--- src/rtl/rtc_evt_pkg.sv ---
package rtc_evt_pkg;
  localparam int TIME_W  = 32;
  localparam int SEC_LSB = 0;
  localparam int SEC_W   = 6;
  localparam int MIN_LSB = 6;
  localparam int MIN_W   = 6;
  localparam int HR_LSB  = 12;
  localparam int HR_W    = 5;
  localparam int DAY_LSB = 17;
  localparam int DAY_W   = 15;
  localparam int TOD_W   = DAY_LSB;   // width of the seconds/minutes/hours span
  localparam int NFIELD  = 4;

  localparam int EV_SWATCH = 0;
  localparam int EV_ALARM  = 1;
  localparam int EV_SEC    = 2;       // EV_SEC..EV_SEC+3 follow the field order
  localparam int EV_DAYALM = 6;
  localparam int EV_N      = 7;

  typedef enum logic [1:0] {
    SEL_STATUS = 2'd0,
    SEL_ENABLE = 2'd1,
    SEL_ALARM  = 2'd2,
    SEL_SWATCH = 2'd3
  } wsel_e;
endpackage

--- src/rtl/rtc_evt_detect.sv ---
module rtc_evt_detect
  import rtc_evt_pkg::*;
(
  input  logic              clk,
  input  logic              rst_n,
  input  logic              tick_i,
  input  logic [TIME_W-1:0] time_i,
  input  logic              alarm_we_i,
  input  logic [TIME_W-1:0] alarm_wdata_i,
  output logic [TIME_W-1:0] alarm_o,
  output logic [EV_N-1:0]   evt_o
);
  localparam int FLD_LSB [NFIELD] = '{SEC_LSB, MIN_LSB, HR_LSB, DAY_LSB};
  localparam int FLD_W   [NFIELD] = '{SEC_W, MIN_W, HR_W, DAY_W};

  logic [TIME_W-1:0] prev_q;
  logic [TIME_W-1:0] alarm_q;
  logic [NFIELD-1:0] fld_chg;
  logic              tod_hit, full_hit;

  always_ff @(posedge clk or negedge rst_n) begin
    if (!rst_n) begin
      prev_q  <= '0;
      alarm_q <= '0;
    end else begin
      if (tick_i)     prev_q  <= time_i;
      if (alarm_we_i) alarm_q <= alarm_wdata_i;
    end
  end

  for (genvar g = 0; g < NFIELD; g++) begin : g_fld
    assign fld_chg[g] = time_i[FLD_LSB[g] +: FLD_W[g]] != prev_q[FLD_LSB[g] +: FLD_W[g]];
  end

  assign tod_hit  = time_i[TOD_W-1:0] == alarm_q[TOD_W-1:0];
  assign full_hit = tod_hit && (time_i[TIME_W-1:TOD_W] == alarm_q[TIME_W-1:TOD_W]);

  always_comb begin
    evt_o = '0;
    if (tick_i) begin
      evt_o[EV_SEC +: NFIELD] = fld_chg;
      evt_o[EV_ALARM]         = tod_hit;
      evt_o[EV_DAYALM]        = full_hit;
    end
  end

  assign alarm_o = alarm_q;


  dayalm_implies_daily_chk: assert property (@(posedge clk) disable iff (!rst_n)
    evt_o[EV_DAYALM] |-> evt_o[EV_ALARM]);

  no_evt_without_tick_chk: assert property (@(posedge clk) disable iff (!rst_n)
    !tick_i |-> (evt_o == '0));
endmodule

--- src/rtl/rtc_evt_stopwatch.sv ---
module rtc_evt_stopwatch #(
  parameter int SW_W = 16
) (
  input  logic            clk,
  input  logic            rst_n,
  input  logic            tick_i,
  input  logic            load_i,
  input  logic [SW_W-1:0] load_val_i,
  output logic [SW_W-1:0] cnt_o,
  output logic            expire_o
);
  localparam logic [SW_W-1:0] ONE = SW_W'(1);
  logic [SW_W-1:0] cnt_q;

  always_ff @(posedge clk or negedge rst_n) begin
    if (!rst_n)                    cnt_q <= '0;
    else if (load_i)               cnt_q <= load_val_i;
    else if (tick_i && cnt_q != 0) cnt_q <= cnt_q - ONE;
  end

  assign expire_o = tick_i && !load_i && (cnt_q == ONE);
  assign cnt_o    = cnt_q;


  sw_decrement_chk: assert property (@(posedge clk) disable iff (!rst_n)
    (tick_i && !load_i && cnt_q != '0) |=> (cnt_q == $past(cnt_q) - ONE));

  sw_hold_zero_chk: assert property (@(posedge clk) disable iff (!rst_n)
    (!load_i && cnt_q == '0) |=> (cnt_q == '0));

  sw_load_wins_chk: assert property (@(posedge clk) disable iff (!rst_n)
    load_i |=> (cnt_q == $past(load_val_i)));
endmodule

--- src/rtl/rtc_evt_status.sv ---
module rtc_evt_status #(
  parameter int EV_N  = 7,
  parameter int REG_W = 16
) (
  input  logic             clk,
  input  logic             rst_n,
  input  logic [EV_N-1:0]  set_i,
  input  logic [EV_N-1:0]  clr_i,
  input  logic             en_we_i,
  input  logic [EV_N-1:0]  en_wdata_i,
  output logic [REG_W-1:0] status_o,
  output logic [REG_W-1:0] enable_o,
  output logic             irq_o
);
  logic [EV_N-1:0] sts_q, en_q;

  always_ff @(posedge clk or negedge rst_n) begin
    if (!rst_n) begin
      sts_q <= '0;
      en_q  <= '0;
    end else begin
      sts_q <= (sts_q & ~clr_i) | set_i;
      if (en_we_i) en_q <= en_wdata_i;
    end
  end

  assign status_o = REG_W'(sts_q);
  assign enable_o = REG_W'(en_q);
  assign irq_o    = |(sts_q & en_q);


  set_beats_clear_chk: assert property (@(posedge clk) disable iff (!rst_n)
    (set_i != '0) |=> ((sts_q & $past(set_i)) == $past(set_i)));

  sticky_unless_cleared_chk: assert property (@(posedge clk) disable iff (!rst_n)
    1'b1 |=> ((($past(sts_q) & ~$past(clr_i)) & ~sts_q) == '0));

  irq_needs_enable_chk: assert property (@(posedge clk) disable iff (!rst_n)
    (en_q == '0) |-> !irq_o);
endmodule

--- src/rtl/rtc_evt_unit.sv ---
module rtc_evt_unit
  import rtc_evt_pkg::*;
#(
  parameter int REG_W = 16,
  parameter int SW_W  = 16
) (
  input  logic              clk,
  input  logic              rst_n,
  input  logic              tick_i,
  input  logic [TIME_W-1:0] time_i,
  input  logic              wr_en_i,
  input  logic [1:0]        wr_sel_i,
  input  logic [TIME_W-1:0] wr_data_i,
  output logic [REG_W-1:0]  status_o,
  output logic [REG_W-1:0]  enable_o,
  output logic [TIME_W-1:0] alarm_o,
  output logic [SW_W-1:0]   swatch_o,
  output logic              irq_o
);
  wsel_e           sel;
  logic [EV_N-1:0] det_evt, set_vec, clr_vec;
  logic            sw_expire;

  assign sel = wsel_e'(wr_sel_i);

  rtc_evt_detect u_detect (
    .clk           (clk),
    .rst_n         (rst_n),
    .tick_i        (tick_i),
    .time_i        (time_i),
    .alarm_we_i    (wr_en_i && sel == SEL_ALARM),
    .alarm_wdata_i (wr_data_i),
    .alarm_o       (alarm_o),
    .evt_o         (det_evt)
  );

  rtc_evt_stopwatch #(.SW_W(SW_W)) u_swatch (
    .clk        (clk),
    .rst_n      (rst_n),
    .tick_i     (tick_i),
    .load_i     (wr_en_i && sel == SEL_SWATCH),
    .load_val_i (wr_data_i[SW_W-1:0]),
    .cnt_o      (swatch_o),
    .expire_o   (sw_expire)
  );

  always_comb begin
    set_vec            = det_evt;
    set_vec[EV_SWATCH] = sw_expire;
    clr_vec            = (wr_en_i && sel == SEL_STATUS) ? wr_data_i[EV_N-1:0] : '0;
  end

  rtc_evt_status #(.EV_N(EV_N), .REG_W(REG_W)) u_status (
    .clk        (clk),
    .rst_n      (rst_n),
    .set_i      (set_vec),
    .clr_i      (clr_vec),
    .en_we_i    (wr_en_i && sel == SEL_ENABLE),
    .en_wdata_i (wr_data_i[EV_N-1:0]),
    .status_o   (status_o),
    .enable_o   (enable_o),
    .irq_o      (irq_o)
  );


  reserved_bits_zero_chk: assert property (@(posedge clk) disable iff (!rst_n)
    (status_o[REG_W-1:EV_N] == '0) && (enable_o[REG_W-1:EV_N] == '0));

  irq_has_source_chk: assert property (@(posedge clk) disable iff (!rst_n)
    irq_o |-> (status_o != '0));

  sw_expire_sets_bit_chk: assert property (@(posedge clk) disable iff (!rst_n)
    sw_expire |=> status_o[EV_SWATCH]);
endmodule

--- config.mk ---
export PLATFORM = sky130hd
export DESIGN_NAME = rtc_evt_unit
export DESIGN_NICKNAME = d
export VERILOG_FILES = /design/src/rtl/rtc_evt_pkg.sv /design/src/rtl/rtc_evt_detect.sv /design/src/rtl/rtc_evt_stopwatch.sv /design/src/rtl/rtc_evt_status.sv /design/src/rtl/rtc_evt_unit.sv
export SDC_FILE = /design/constraint.sdc
export NUM_CORES = 1
export LEC_CHECK = 0
export BUFFER_PORTS_ARGS = -buffer_cell sky130_fd_sc_hd__buf_2
export CORE_ASPECT_RATIO = 1.25
export CORE_MARGIN = 2
export CORE_UTILIZATION = 45
export DETAILED_ROUTE_END_ITERATION = 16
export PLACE_DENSITY = 0.72
export SLEW_MARGIN = 15
export SYNTH_ARGS = -nofsm -noshare
export SYNTH_HDL_FRONTEND = slang
export SYNTH_SLANG_ARGS = --single-unit
--- constraint.sdc ---
create_clock -name clk -period 5.2 [get_ports clk]
set_clock_uncertainty 0.05 [all_clocks]
set_input_delay 1.04 -clock clk [delete_from_list [all_inputs] [get_ports clk]]
set_output_delay 1.04 -clock clk [all_outputs]
set_load 0.01 [all_outputs]
==> results.py <==
metrics = {
    "grt": {
        "first_pass_grt_wire_length_um": 18000,
        "grt_remaining_overflow": 0,
        "via_count_of_the_first_global_routing_pass": 3490,
        "grt_util_all_layers_pct": 20.7,
        "number_of_antenna_violations_at_the_first_check_in_global_routing": 0,
        "pin_count_of_the_biggest_net_entering_global_routing": 56,
    },
    "cts": {
        "clock_tree.buffer_depth": 2,
        "number_of_buffers_inserted_during_clock_tree_synthesis": 9,
        "post_cts_resize_count": 0,
        "htreeDepth": 3,
        "postCtsHoldBufs": 0,
        "clk_tree_root_cell": "sky130_fd_sc_hd__clkbuf_16",
        "worst_setup_hold_path_clk_slew_ps": 60,
        "tritoncts": "yes",
        "post-cts-setup-buffer-count": 0,
        "clk_latency_ps": 330,
        "cts_sinks": 94,
    },
    "drt": {
        "drt_wl_total_um": 11400,
        "detailedRoute.firstPassIterationCount": 6,
        "detail_route_antenna_nets": 0,
        "post_drt_via_cell_ratio": 5.27,
        "drt-initial-drc-count": 120,
        "wire_per_inst_um": 17.0,
        "routed-via-count": 3528,
        "drc_errors": 0,
    },
    "sta": {
        "finalHoldViolCount": 0,
        "maxSlewHeadroom_pct": 23.5,
        "totalNegativeSetupSlack_ps": 0,
        "rsz0062_at_grt": "false",
        "timing_worst_slew_pin_value_ps": 1140,
        "max_slew_violations": 0,
        "final.period_utilization_pct": 47.7,
        "finalSetupViolCount": 0,
        "period_minus_slack_ps": 2480,
        "max_freq_mhz": 403,
    },
    "worst_setup_path": {
        "timing.rr.start": "u_swatch.cnt_o[0]$_DFFE_PN0P_",
        "critical-path-max-stage-delay_ps": 400,
        "critical_path.reg2reg.endpoint": "u_swatch.cnt_o[5]$_DFFE_PN0P_",
        "r2r.worst_path.cells": 7,
        "setup.worst_path.start_class": "flip-flop",
        "cp_data_arrival_time_ps": 1390,
        "timing.critical_path.max_delay_family": "flip-flops",
        "reg2reg_setup_slack_ps": 2780,
        "end_kind": "output port",
        "timing.setup.critical_path_class": "flip-flop to output port",
        "timing.critical_path.required_ps": 4110,
        "cpMaxStageDelayCell": "sky130_fd_sc_hd__dfrtp_1",
        "worst-path-max-fanout": 3,
        "cp.buffers_inverters": 1,
        "crit_path_cell_trace": "a222oi_1 > nand3_1 > buf_2",
    },
    "power_and_ir_drop": {
        "power.static_leakage_nw": 2.59,
        "power.density_mw_per_mm2": 366,
        "ir_drop_uv": 178,
    },
    "synthesis": {
        "flop_and_latch_count_out_of_synthesis": 94,
        "synthesis.area_per_instance_sq_um": 11.9,
        "yosys.area_share.xor_xnor_pct": 13.8,
        "synth-seq-area-share_pct": 49.4,
        "post_synth_inst_count": 399,
        "post_synthesis_share_of_cell_area_spent_on_and_or_nand_and_nor_gates_pct": 10.4,
        "synth_area_sq_mm": 0.00476,
        "synth.mux.area_fraction_pct": 17.0,
        "yosysUniqueCellTypes": 38,
        "combinational_family_with_the_most_area_after_synthesis": "multiplexers",
        "synth_ff_type": "sky130_fd_sc_hd__dfrtp_1",
        "yosys_warnings": 0,
        "compound_cell_area_share_of_the_yosys_netlist_pct": 4.97,
        "synth-async-reset-ratio_pct": 100,
        "synthAdderAreaFrac_pct": 0.526,
        "synth-edff-count": 0,
    },
    "placement": {
        "port-buffer-count": 132,
        "place_area_sq_mm": 0.00550,
        "weighted_congestion_at_the_end_of_routability_driven_global_placement": 0.888,
        "post-dp-hpwl_um": 8790,
    },
    "cells_and_area": {
        "final_area_sq_mm": 0.00579,
        "drive_gt1_share_pct": 42.6,
        "antenna_cell_count": 0,
        "area_growth_pct": 21.5,
        "nNetsFinal": 605,
        "final_common_cell": "sky130_fd_sc_hd__buf_2",
        "mostFrequentLayoutCells": "sky130_fd_sc_hd__buf_2 (131), sky130_fd_sc_hd__dfrtp_1 (94), sky130_fd_sc_hd__mux2_2 (71), sky130_fd_sc_hd__xor2_1 (47), sky130_fd_sc_hd__xnor2_1 (28)",
    },
    "min_path": {
        "holdCritStartpoint": "u_detect.prev_q[29]$_DFFE_PN0P_",
        "min_delay_worst_endpoint": "u_detect.prev_q[29]$_DFFE_PN0P_",
        "hold_path_depth": 1,
        "worst_hold_check_path_type": "flip-flop to flip-flop",
    },
    "floorplanning": {
        "die_height_um": 119,
        "die_area_sq_mm": 0.0114,
        "placeable_area_sq_mm": 0.0105,
        "row_count": 42,
        "floorplan.initialDensity_pct": 45.5,
        "io_pins": 151,
        "die_width_um": 96,
    },
    "status": {
        "status": "completed",
    },
    "flow_run": {
        "drv.max_cap_violation_count": 0,
    },
}
[kinds of logic after synthesis]
group	after synthesis
xor gates and xnor gates	75
adders and majority gates	2
other	1
AOI/OAI and AO/OA	34
and+or+nand+nor	90
buffers and inverters	31
DFF	94
muxes	72
[synthesized netlist by cell type, types with 2 or more instances]
cell | number | area, sq um
sky130_fd_sc_hd__o31ai_1 | 2 | 15.0
sky130_fd_sc_hd__ha_1 | 2 | 25.0
sky130_fd_sc_hd__nor4_1 | 12 | 75.1
sky130_fd_sc_hd__mux2_2 | 71 | 800
sky130_fd_sc_hd__nand2_1 | 15 | 56.3
sky130_fd_sc_hd__or4_4 | 2 | 22.5
sky130_fd_sc_hd__buf_1 | 2 | 7.51
sky130_fd_sc_hd__o21ai_0 | 4 | 20.0
sky130_fd_sc_hd__or3_1 | 3 | 18.8
sky130_fd_sc_hd__nor4_2 | 2 | 25.0
sky130_fd_sc_hd__a22o_1 | 4 | 35.0
sky130_fd_sc_hd__inv_1 | 2 | 7.51
sky130_fd_sc_hd__nor2_1 | 22 | 82.6
sky130_fd_sc_hd__nor3_1 | 11 | 55.1
sky130_fd_sc_hd__clkbuf_1 | 9 | 33.8
sky130_fd_sc_hd__xor2_1 | 47 | 412
sky130_fd_sc_hd__dfrtp_1 | 94 | 2350
sky130_fd_sc_hd__nand3_1 | 7 | 35.0
sky130_fd_sc_hd__nand3b_1 | 2 | 15.0
sky130_fd_sc_hd__nand4_1 | 7 | 43.8
sky130_fd_sc_hd__xnor2_1 | 28 | 245
sky130_fd_sc_hd__buf_4 | 18 | 135
sky130_fd_sc_hd__a21oi_1 | 17 | 85.1
sky130_fd_sc_hd__a22oi_1 | 2 | 15.0
[flip-flops by register name, summed over array words and instances (netlist names)]
signal	flops
u_status.en_q	7
u_swatch.cnt_o	16
u_status.sts_q	7
u_detect.alarm_o	32
u_detect.prev_q	32
[final cells by class]
type	instances	area [sq um]
Tap cell	132	165
Clock inverter	5	33.8
Fill cell	957	4670
Inverter	2	7.51
Timing Repair Buffer	135	686
Multi-Input combinational cell	291	2290
Sequential cell	94	2350
Clock buffer	11	253
[how the worst max path moves through the flow]
stage,slack (ps),cells past startpoint,start,end
after floorplan,2740,4,tick_i,u_detect.prev_q[12]$_DFFE_PN0P_
after global placement,2470,5,wr_en_i,u_status.sts_q[0]$_DFF_PN0_
after detailed placement,2470,5,wr_sel_i[1],u_status.sts_q[0]$_DFF_PN0_
after CTS,2680,3,u_status.en_q[4]$_DFFE_PN0P_,irq_o
after global routing,2610,5,wr_en_i,u_status.sts_q[0]$_DFF_PN0_
final,2720,3,u_status.en_q[4]$_DFFE_PN0P_,irq_o
[per-layer routing]
layer	GRT usage, %	up-vias	wire, um
met3	5.12	9	809
met5	0	-	0
met2	35.7	143	5970
met4	5.00	0	108
met1	25.7	1728	4470
li1	-	1648	-
[where the power goes]
group	leakage (nW)	internal, W	switching (W)
registers	1.09	0.000851	0.000131
logic	1.36	0.000258	0.000258
clock network	0.138	0.000349	0.000270
[per-stage QoR]
| stage | power (W) | hold slack (ps) | utilization [%] | cells | setup slack [ps] |
|---|---|---|---|---|---|
| after CTS | 0.00214 | 477 | 55.3 | 670 | 2680 |
| after detailed placement | 0.00151 | 462 | 52.6 | 654 | 2470 |
| final | 0.00212 | 477 | 55.3 | 670 | 2720 |
| after global placement | 0.00150 | 421 | 52.6 | 654 | 2470 |
| after floorplan | 0.00129 | 451 | - | 416 | 2740 |
| after global routing | 0.00224 | 484 | 55.3 | 670 | 2610 |
No activity file was read; power rests on OpenSTA's default activity.
